## src/rtl/spi_eeprom_pkg.sv

```systemverilog
package spi_eeprom_pkg;
  localparam int FRAME_W = 24;
  localparam int BYTE_W  = 8;
  localparam int ADDR_W  = 9;
  localparam int A8_POS  = 3;
  localparam logic [BYTE_W-1:0] OPC_WRITE = 8'h02;
  localparam logic [BYTE_W-1:0] OPC_READ  = 8'h03;

  typedef enum logic [2:0] {
    SQ_IDLE,
    SQ_LOW,
    SQ_HIGH,
    SQ_TRAIL,
    SQ_DONE
  } seq_state_t;
endpackage

```

## src/rtl/spi_frame_pack.sv

```systemverilog
module spi_frame_pack
  import spi_eeprom_pkg::*;
(
  input  logic                   is_write,
  input  logic [ADDR_W-1:0]      addr,
  input  logic [BYTE_W-1:0]      wdata,
  output logic [FRAME_W-1:0]     frame
);
  logic [BYTE_W-1:0] opc;

  always_comb begin
    opc = is_write ? OPC_WRITE : OPC_READ;
    opc[A8_POS] = opc[A8_POS] | addr[ADDR_W-1];
    frame = {opc, addr[BYTE_W-1:0], (is_write ? wdata : '0)};
  end
endmodule

```

## src/rtl/spi_clkgen.sv

```systemverilog
module spi_clkgen #(
  parameter int CLK_DIV = 4
) (
  input  logic clk,
  input  logic rst_n,
  input  logic run,
  output logic tick
);
  localparam int HALF = CLK_DIV / 2;
  localparam int CW   = (HALF > 1) ? $clog2(HALF) : 1;
  localparam logic [CW-1:0] LAST = CW'(HALF - 1);

  logic [CW-1:0] cnt;

  assign tick = run && (cnt == LAST);

  always_ff @(posedge clk or negedge rst_n) begin
    if (!rst_n)          cnt <= '0;
    else if (!run)       cnt <= '0;
    else if (cnt == LAST) cnt <= '0;
    else                 cnt <= cnt + 1'b1;
  end
endmodule

```

## src/rtl/spi_shreg.sv

```systemverilog
module spi_shreg #(
  parameter int W    = 24,
  parameter int TAIL = 8
) (
  input  logic            clk,
  input  logic            rst_n,
  input  logic            load,
  input  logic [W-1:0]    load_val,
  input  logic            rise,
  input  logic            fall,
  input  logic            sdi,
  output logic            msb,
  output logic [TAIL-1:0] tail
);
  logic [W-1:0] sr;
  logic         rx_bit;

  always_ff @(posedge clk or negedge rst_n) begin
    if (!rst_n) begin
      sr     <= '0;
      rx_bit <= 1'b0;
    end else if (load) begin
      sr <= load_val;
    end else begin
      if (rise) rx_bit <= sdi;
      if (fall) sr <= {sr[W-2:0], rx_bit};
    end
  end

  assign msb  = sr[W-1];
  assign tail = sr[TAIL-1:0];
endmodule

```

## src/rtl/spi_eeprom_seq.sv

```systemverilog
module spi_eeprom_seq
  import spi_eeprom_pkg::*;
#(
  parameter int CLK_DIV = 4
) (
  input  logic              clk,
  input  logic              rst_n,
  input  logic              req_valid,
  output logic              req_ready,
  input  logic              req_write,
  input  logic [ADDR_W-1:0] req_addr,
  input  logic [BYTE_W-1:0] req_wdata,
  output logic              rsp_valid,
  output logic [BYTE_W-1:0] rsp_rdata,
  output logic              spi_ss_n,
  output logic              spi_sclk,
  output logic              spi_mosi,
  input  logic              spi_miso
);
  localparam int BCW = $clog2(FRAME_W);
  localparam logic [BCW-1:0] LAST_BIT = BCW'(FRAME_W - 1);

  seq_state_t         state;
  logic [BCW-1:0]     bit_cnt;
  logic               tick, run, take;
  logic               sh_rise, sh_fall, sh_msb;
  logic [FRAME_W-1:0] frame;
  logic [BYTE_W-1:0]  rx_tail;

  assign req_ready = (state == SQ_IDLE);
  assign take      = req_valid && req_ready;
  assign run       = (state == SQ_LOW) || (state == SQ_HIGH) || (state == SQ_TRAIL);
  assign sh_rise   = (state == SQ_LOW) && tick;
  assign sh_fall   = (state == SQ_HIGH) && tick;
  assign rsp_valid = (state == SQ_DONE);
  assign spi_mosi  = !spi_ss_n && sh_msb;

  spi_frame_pack u_pack (
    .is_write (req_write),
    .addr     (req_addr),
    .wdata    (req_wdata),
    .frame    (frame)
  );

  spi_clkgen #(.CLK_DIV(CLK_DIV)) u_clk (
    .clk   (clk),
    .rst_n (rst_n),
    .run   (run),
    .tick  (tick)
  );

  spi_shreg #(.W(FRAME_W), .TAIL(BYTE_W)) u_sr (
    .clk      (clk),
    .rst_n    (rst_n),
    .load     (take),
    .load_val (frame),
    .rise     (sh_rise),
    .fall     (sh_fall),
    .sdi      (spi_miso),
    .msb      (sh_msb),
    .tail     (rx_tail)
  );

  always_ff @(posedge clk or negedge rst_n) begin
    if (!rst_n) begin
      state     <= SQ_IDLE;
      bit_cnt   <= '0;
      spi_ss_n  <= 1'b1;
      spi_sclk  <= 1'b0;
      rsp_rdata <= '0;
    end else begin
      unique case (state)
        SQ_IDLE: if (take) begin
          spi_ss_n <= 1'b0;
          bit_cnt  <= '0;
          state    <= SQ_LOW;
        end
        SQ_LOW: if (tick) begin
          spi_sclk <= 1'b1;
          state    <= SQ_HIGH;
        end
        SQ_HIGH: if (tick) begin
          spi_sclk <= 1'b0;
          if (bit_cnt == LAST_BIT) begin
            state <= SQ_TRAIL;
          end else begin
            bit_cnt <= bit_cnt + 1'b1;
            state   <= SQ_LOW;
          end
        end
        SQ_TRAIL: if (tick) begin
          spi_ss_n  <= 1'b1;
          rsp_rdata <= rx_tail;
          state     <= SQ_DONE;
        end
        SQ_DONE: state <= SQ_IDLE;
        default: state <= SQ_IDLE;
      endcase
    end
  end
endmodule

```

## config.mk

```make
export PLATFORM = sky130hd
export DESIGN_NAME = spi_eeprom_seq
export DESIGN_NICKNAME = d
export VERILOG_FILES = /design/src/rtl/spi_eeprom_pkg.sv /design/src/rtl/spi_frame_pack.sv /design/src/rtl/spi_clkgen.sv /design/src/rtl/spi_shreg.sv /design/src/rtl/spi_eeprom_seq.sv
export SDC_FILE = /design/constraint.sdc
export NUM_CORES = 1
export LEC_CHECK = 0
export ABC_CLOCK_PERIOD_IN_PS = 1700
export CORE_MARGIN = 3
export CORE_UTILIZATION = 40
export DETAILED_ROUTE_END_ITERATION = 16
export DONT_BUFFER_PORTS = 1
export HOLD_SLACK_MARGIN = 0.03
export PLACE_DENSITY = 0.65
export SLEW_MARGIN = 20
export SYNTH_ARGS = -nofsm -noshare
export SYNTH_HDL_FRONTEND = slang
export SYNTH_HIERARCHICAL = 1
export SYNTH_SLANG_ARGS = --single-unit
```

## constraint.sdc

```tcl
create_clock -name clk -period 1.7 [get_ports clk]
set_input_delay 0.34 -clock clk [delete_from_list [all_inputs] [get_ports clk]]
set_output_delay 0.34 -clock clk [all_outputs]
set_load 0.05 [all_outputs]
```

==> impl_metrics.toml, run 1 <==
[timing]
min_period_ns = 1.69
setup_slack_ns = 0.00921
worst-slew-pin-transition_ns = 0.511
final_max_slew_viol_count = 0
timing.final.setup_violations = 0
post-route-period-util = 0.995
whs_ns = 0.170
setup_repair_after_global_routing_missed_its_margin = "true"
hold_violations = 0
finalClockSkew_ns = 0.0113
max_freq_mhz = 591
timing.max_slew.rel_slack = 0.659

[setup_path]
critPathRequiredTime_ns = 1.88
crit_buf_inv = 2
worst_ep_arrival_ns = 1.87
worst_setup_path_end_kind = "flop"
cp_num_cells = 9
crit_start = "state[1]"
cp_cell_sequence = "nor2_2 > nor2_1 > and2_4 > nor2b_4 > nand3b_1 > inv_2 > buf_12 > mux2i_2 > o21ai_1"
critPathMaxStageDelay_ns = 0.36
r2r_setup_slack_ns = 0.009
criticalPathCategory = "flop to flop"
crit_slowest_cell = "dfrtp_1"
critical_path.max_fanout = 12
r2r-end = "u_sr/sr[21]"
ff2ff_path_depth = 9
timing.rr.start = "state[1]"
worst_setup_path_start_kind = "flop"
path_delay_family = "simple AND/OR/NAND/NOR gates"
crit_end = "u_sr/sr[21]"

[cts]
tritoncts = "done"
number_of_buffers_on_the_longest_clock_path = 2
cts_sinks = 44
worst_skew_pair.late_latency_ns = 0.30
cts_inserted_buffers = 5
h-tree-depth = 2
clk_root_buffer_cell = "clkbuf_8"
cts.clk_slew.worst_paths_ns = 0.09

[synth]
synth-seq-area-share = 0.478
synthesis.area_mm2 = 0.00231
yosys_register_bits = 44
synth_warnings = 6
synthesis.instances = 220
yosys.cell_types.count = 36
synth-edff-count = 0
asyncSetResetFlopFracSynth = 1.00
synthFlopType = "dfrtp_1"
avgSynthCellArea_um2 = 10.5

[pwr]
leakagePower_nw = 1.05
worst_ir_drop_vdd_uv = 858
report.power.total_mw = 4.34
power-per-cell-area_mw_per_mm2 = 1730

[floorplan]
floorplan.rows = 27
die_height_um = 82.0
initial_cell_density_of_the_core = 0.417
floorplan.core_area_mm2 = 0.00554
die_width_um = 82.0
die-area_mm2 = 0.00672
io_pins = 35

[final_layout]
antenna_cells = 0
design.final.nets = 235
area_growth_pct = 8.83
share_of_post_route_cells_with_drive_strength_above_1 = 0.254
layout.filler_cells = 546
stdcell_count = 285
design_area_mm2 = 0.00251

[placed_design]
placed_insts = 272
placed_cell_area_mm2 = 0.00226
gp_congestion = 0.746
placement.io_buffers = 0
dp_hpwl_mm = 2.60
dp_slack_ns = 0.0104

[min_path]
timing.hold.worst.class = "input port to flop"

[global_route]
grt_start_max_net_pins = 50
grt_first_pass_wirelength_mm = 6.60
antenna_found_initial = 0
gr-total-overflow = 0
global_route.usage.total = 0.127
first_global_vias = 1354

[detailed_routing]
vias_per_cell = 4.86
tritonroute_pass_1_iters = 4
remaining_drc_errors = 0
ant_nets = 0
drt_iter0_drc = 69
dr_total_vias = 1386
drt_wl_total_mm = 4.01
post_drt_wl_per_cell_um = 14.1

[status]
run_status = "completed"

[run]
drv.max_cap_violation_count = 0
## layer usage
metal | GRT usage | vias up | part of all wire
li1 | - | 695 | -
met5 | 0 | - | 0
met1 | 0.180 | 651 | 0.49
met4 | 0.0399 | 0 | 0.011
met2 | 0.185 | 34 | 0.44
met3 | 0.0395 | 6 | 0.053
## Yosys cell counts, types with 4 or more instances
master    n  share of area
and2_1   12          0.033
buf_4    25          0.081
dfrtp_1  43           0.47
inv_1     5         0.0081
mux2_2    9          0.044
mux2i_1  25           0.11
nand2_1  27          0.044
nor2b_1   4          0.011
o21ai_0   8          0.017
o21ai_1  22          0.048
o31ai_1   4          0.013
## cells in the final DEF (no fill, tap or decap), drive strengths merged, types with 2 or more instances in the layout
cell type  instances
nand3              4
mux2i             25
conb               6
nor3               2
and2              13
nor2b              4
nor2               2
o21ai             30
inv                5
nand2             27
dfrtp             43
or2b               2
mux2               9
buf               13
clkbuf             7
o31ai              4
nand2b             2
## metrics by stage
| step | utilization | setup TNS (ns) |
|---|---|---|
| after floorplan | - | -0.956 |
| after global placement | 0.408 | 0 |
| after detailed placement | 0.408 | 0 |
| after CTS | 0.434 | 0 |
| after global routing | 0.453 | -2.78 |
| final | 0.453 | 0 |
## area by class of cell
cell class	instances	area (um^2)	area share
multi-input cells	141	1010	0.402
clock inverters	2	35.0	0.0139
inverters	5	18.8	0.00747
flip-flops and latches	44	1100	0.439
repair buffers	15	181	0.0722
clock buffers	6	72.6	0.0289
well taps	72	90.1	0.0359
## worst reg2reg max path, stage by stage (launching register included)
cell      delay, ns
dfrtp_1        0.36
nor2_2         0.05
nor2_1         0.10
and2_4         0.16
nor2b_4        0.15
nand3b_1       0.13
inv_2          0.14
buf_12         0.17
mux2i_2        0.22
o21ai_1        0.08
## sequential cells by signal, summed over array words and instances (netlist names)
| name | flops |
|---|---|
| spi_sclk | 1 |
| u_sr/rx_bit | 1 |
| rsp_rdata | 8 |
| u_clk/cnt | 1 |
| bit_cnt | 5 |
| state | 3 |
| u_sr/sr | 24 |
| spi_ss_n | 1 |
## worst min-delay path by stage
stage / endpoint / start / cells past startpoint / slack (ns)
detailed placement: bit_cnt[1] / rst_n / 0 / 0.05
global route: u_sr/sr[8] / req_addr[0] / 2 / 0.17
finish: u_sr/sr[19] / req_addr[8] / 2 / 0.17
floorplan: bit_cnt[0] / rst_n / 0 / 0.04
global placement: bit_cnt[1] / rst_n / 0 / 0.05
CTS: u_sr/sr[19] / req_addr[8] / 2 / 0.16
## logic make-up after synthesis
kind of cell	after synthesis	synth area share
other	2	0.00325
buffers and inverters	39	0.130
and+or+nand+nor	61	0.139
adders and majority gates	1	0.00542
DFF	44	0.478
AOI/OAI and AO/OA	39	0.0932
muxes	34	0.152
## timing repair
| action | 4_1_cts | 5_1_grt |
|---|---|---|
| resized for setup | 1 | 18 |
| endpoints found under the hold margin | 44 | 0 |
| buffers inserted | 0 | 1 |
| setup endpoints to repair | 1 | 30 |
| pin swaps | 0 | 7 |
| hold buffers | 2 | 0 |
| gates cloned | 0 | 2 |
## power breakdown
part           internal [mW]  leakage (nW)  switching, mW
registers               1.46         0.556          0.547
clock network          0.436        0.0552          0.351
logic                  0.738         0.442          0.802
No activity file was read; power rests on OpenSTA's default activity.
==> run 2, diff against run 1 <==
--- a/config.mk
+++ b/config.mk
@@ -5,13 +5,14 @@
 export SDC_FILE = /design/constraint.sdc
 export NUM_CORES = 1
 export LEC_CHECK = 0
+export ABC_AREA = 1
 export ABC_CLOCK_PERIOD_IN_PS = 1700
 export CORE_MARGIN = 3
-export CORE_UTILIZATION = 40
+export CORE_UTILIZATION = 50
 export DETAILED_ROUTE_END_ITERATION = 16
 export DONT_BUFFER_PORTS = 1
 export HOLD_SLACK_MARGIN = 0.03
-export PLACE_DENSITY = 0.65
+export PLACE_DENSITY = 0.77
 export SLEW_MARGIN = 20
 export SYNTH_ARGS = -nofsm -noshare
 export SYNTH_HDL_FRONTEND = slang
==> constraint.sdc (replaced) <==
create_clock -name clk -period 1.7 [get_ports clk]
set_input_delay 0.425 -clock clk [delete_from_list [all_inputs] [get_ports clk]]
set_output_delay 0.425 -clock clk [all_outputs]
set_load 0.05 [all_outputs]
==> run 2 against run 1 <==
Power rose by 8.0%. First-iteration DRC count up 45%. Critical path type is now flop to primary output. Clock skew down 0.0040 ns. Non-clock buffer count increased by 6. Sequential power grew 2%. Register-to-register slack improved by 0.12 ns. Die area decreased by 16%. Flip-flop and latch count did not move. Via count up 31%. Wire length rose by 11%. Final cell count is 26% higher. Synthesized area grew 4.1%.
==> impl_metrics.toml, run 2 <==
[detailed_routing]
remaining_drc_errors = 0
vias_per_cell = 5.03
drt_iter0_drc = 100
ant_nets = 0
post_drt_wl_per_cell_um = 12.4
dr_total_vias = 1809
drt_wl_total_mm = 4.45
tritonroute_pass_1_iters = 4

[setup_path]
criticalPathCategory = "flop to primary output"
r2r_setup_slack_ns = 0.13
worst_setup_path_start_kind = "flop"
critPathRequiredTime_ns = 1.27
critical_path.max_fanout = 4
worst_ep_arrival_ns = 1.23
worst_setup_path_end_kind = "primary output"

[floorplan]
initial_cell_density_of_the_core = 0.534
die_width_um = 75.3
floorplan.rows = 24
floorplan.core_area_mm2 = 0.00450
io_pins = 35
die-area_mm2 = 0.00568
die_height_um = 75.3

[timing]
setup_slack_ns = 0.0482
setup_repair_after_global_routing_missed_its_margin = "true"
final_total_negative_setup_slack_ns = 0
hold_violations = 0
min_period_ns = 1.65
whs_ns = 0.265
max_freq_mhz = 605
worst-slew-pin-transition_ns = 0.511
post-route-period-util = 0.972
final_max_slew_viol_count = 0
finalClockSkew_ns = 0.00730
timing.final.setup_violations = 0
timing.max_slew.rel_slack = 0.660

[pwr]
power-per-cell-area_mw_per_mm2 = 1820
worst_ir_drop_vdd_uv = 951
leakagePower_nw = 1.38

[synth]
post-synth-top-area-fraction = 0.448
avgSynthCellArea_um2 = 7.80
asyncSetResetFlopFracSynth = 1.00
synthTopCellsByCount = "nand2_1 (113), nand3_1 (53), dfrtp_1 (43)"
synth-seq-area-share = 0.459
synthesis.area_mm2 = 0.00240
yosys.cell_types.count = 25
synthTopCellsByArea = "dfrtp_1 (45%), nand2_1 (18%), nand3_1 (11%)"
synth-edff-count = 0
synthFlopType = "dfrtp_1"
synth_area_leader_cell = "dfrtp_1"
yosys_register_bits = 44
synthMostInstantiatedCell = "nand2_1"
synth_warnings = 6
synthesis.instances = 308

[final_layout]
flip_flop_count_of_the_largest_register_after_layout = 24
most_common_library_cell_in_the_layout_ignoring_fill_and_taps = "nand2_1"
reg.largest.list = "u_sr/sr: 24 flops, rsp_rdata: 8 flops, bit_cnt: 5 flops"
design.final.nets = 330
design_area_mm2 = 0.00257
layout_common_cells = "nand2_1 (112), nand3_1 (53), dfrtp_1 (43)"
stdcell_count = 360
layout.filler_cells = 417
area_growth_pct = 7.08
regMostFlops = "u_sr/sr"
antenna_cells = 0
share_of_post_route_cells_with_drive_strength_above_1 = 0.179

[cts]
clk_root_buffer_cell = "clkbuf_8"
cts.clk_slew.worst_paths_ns = 0.09
number_of_buffers_on_the_longest_clock_path = 2
worst_skew_pair.late_latency_ns = 0.29
h-tree-depth = 2
cts_inserted_buffers = 5
tritoncts = "done"
cts_sinks = 44

[min_path]
timing.hold.worst.class = "input port to flop"

[global_route]
first_global_vias = 1554
gr-total-overflow = 0
global_route.usage.total = 0.167
antenna_found_initial = 0
grt_first_pass_wirelength_mm = 7.21
grt_start_max_net_pins = 45

[placed_design]
placed_insts = 342
dp_hpwl_mm = 3.00
gp_congestion = 0.782
placement.io_buffers = 0
dp_slack_ns = 0.113
placed_cell_area_mm2 = 0.00234

[run]
drv.max_cap_violation_count = 0

[status]
run_status = "completed"
-- run 2: cell types whose count changed after synthesis, sizes merged, moves of 9 or more --
cell	previous run	this run
nor2	2	19
mux2	9	0
o21ai	30	5
nand3	4	55
nand2	27	117
mux2i	25	0
and2	13	0
inv	5	26
-- run 2: final timing paths --
check	startpoint	endpoint	cells past startpoint
setup / recovery	state[0]	req_ready	5
hold / removal	req_addr[8]	u_sr/sr[19]	2
setup reg to reg	state[0]	u_sr/sr[1]	9
hold reg to reg	u_clk/cnt	u_clk/cnt	1
max in group asynchronous	rst_n	spi_ss_n	2
min in group asynchronous	rst_n	bit_cnt[3]	2
-- run 2: layer usage --
metal  wire (um)  track usage  share of wire
met1        2130        0.240           0.48
met2        2050        0.242           0.46
met3         241       0.0501          0.054
met4          31       0.0544         0.0070
met5           0            0              0
-- run 2: layout make-up --
type | instances | area (um^2) | share of cell area
Sequential cell | 44 | 1100 | 0.428
Multi-Input combinational cell | 208 | 976 | 0.379
Timing Repair Buffer | 21 | 229 | 0.0890
Inverter | 27 | 109 | 0.0423
Clock buffer | 6 | 82.6 | 0.0321
Tap cell | 52 | 65.1 | 0.0253
Clock inverter | 2 | 10.0 | 0.00389
-- run 2: metrics by stage --
stage	util	total power [mW]
2_1_floorplan	-	3.50
3_3_place_gp	0.519	3.75
3_5_place_dp	0.519	3.81
4_1_cts	0.550	4.55
5_1_grt	0.571	5.05
6_report	0.571	4.68
-- run 2: power breakdown --
part           switching (mW)  internal (mW)  total [mW]
logic                    1.19          0.769        1.96
clock network           0.354          0.325       0.679
registers               0.576           1.47        2.05
total                    2.12           2.56        4.68
-- run 2: cell families (layout without fill, tap and decap cells) --
group                    after synthesis  after routing  synth area share
buffers and inverters                 61             56             0.158
AND/OR/NAND/NOR                      193            194             0.360
flip-flops                            44             44             0.459
other                                  2              6           0.00312
AO/OA/AOI/OAI                          7              7            0.0156
adder cells (fa/ha/maj)                1              1           0.00520
-- run 2: critical path, stage by stage, from the launching register on --
cell and delay [ns]:
dfrtp_1 0.39, buf_6 0.13, nor2_4 0.13, nand2_4 0.08, inv_2 0.07, buf_12 0.13
-- run 2: repair_timing --
item | 4_1_cts | 5_1_grt
hold endpoints to repair | 44 | 0
pin swaps | 0 | 6
setup buffers | 0 | 7
setup endpoints to repair | 1 | 26
hold buffers | 2 | 0
gates resized for setup | 3 | 5
gates cloned | 0 | 1
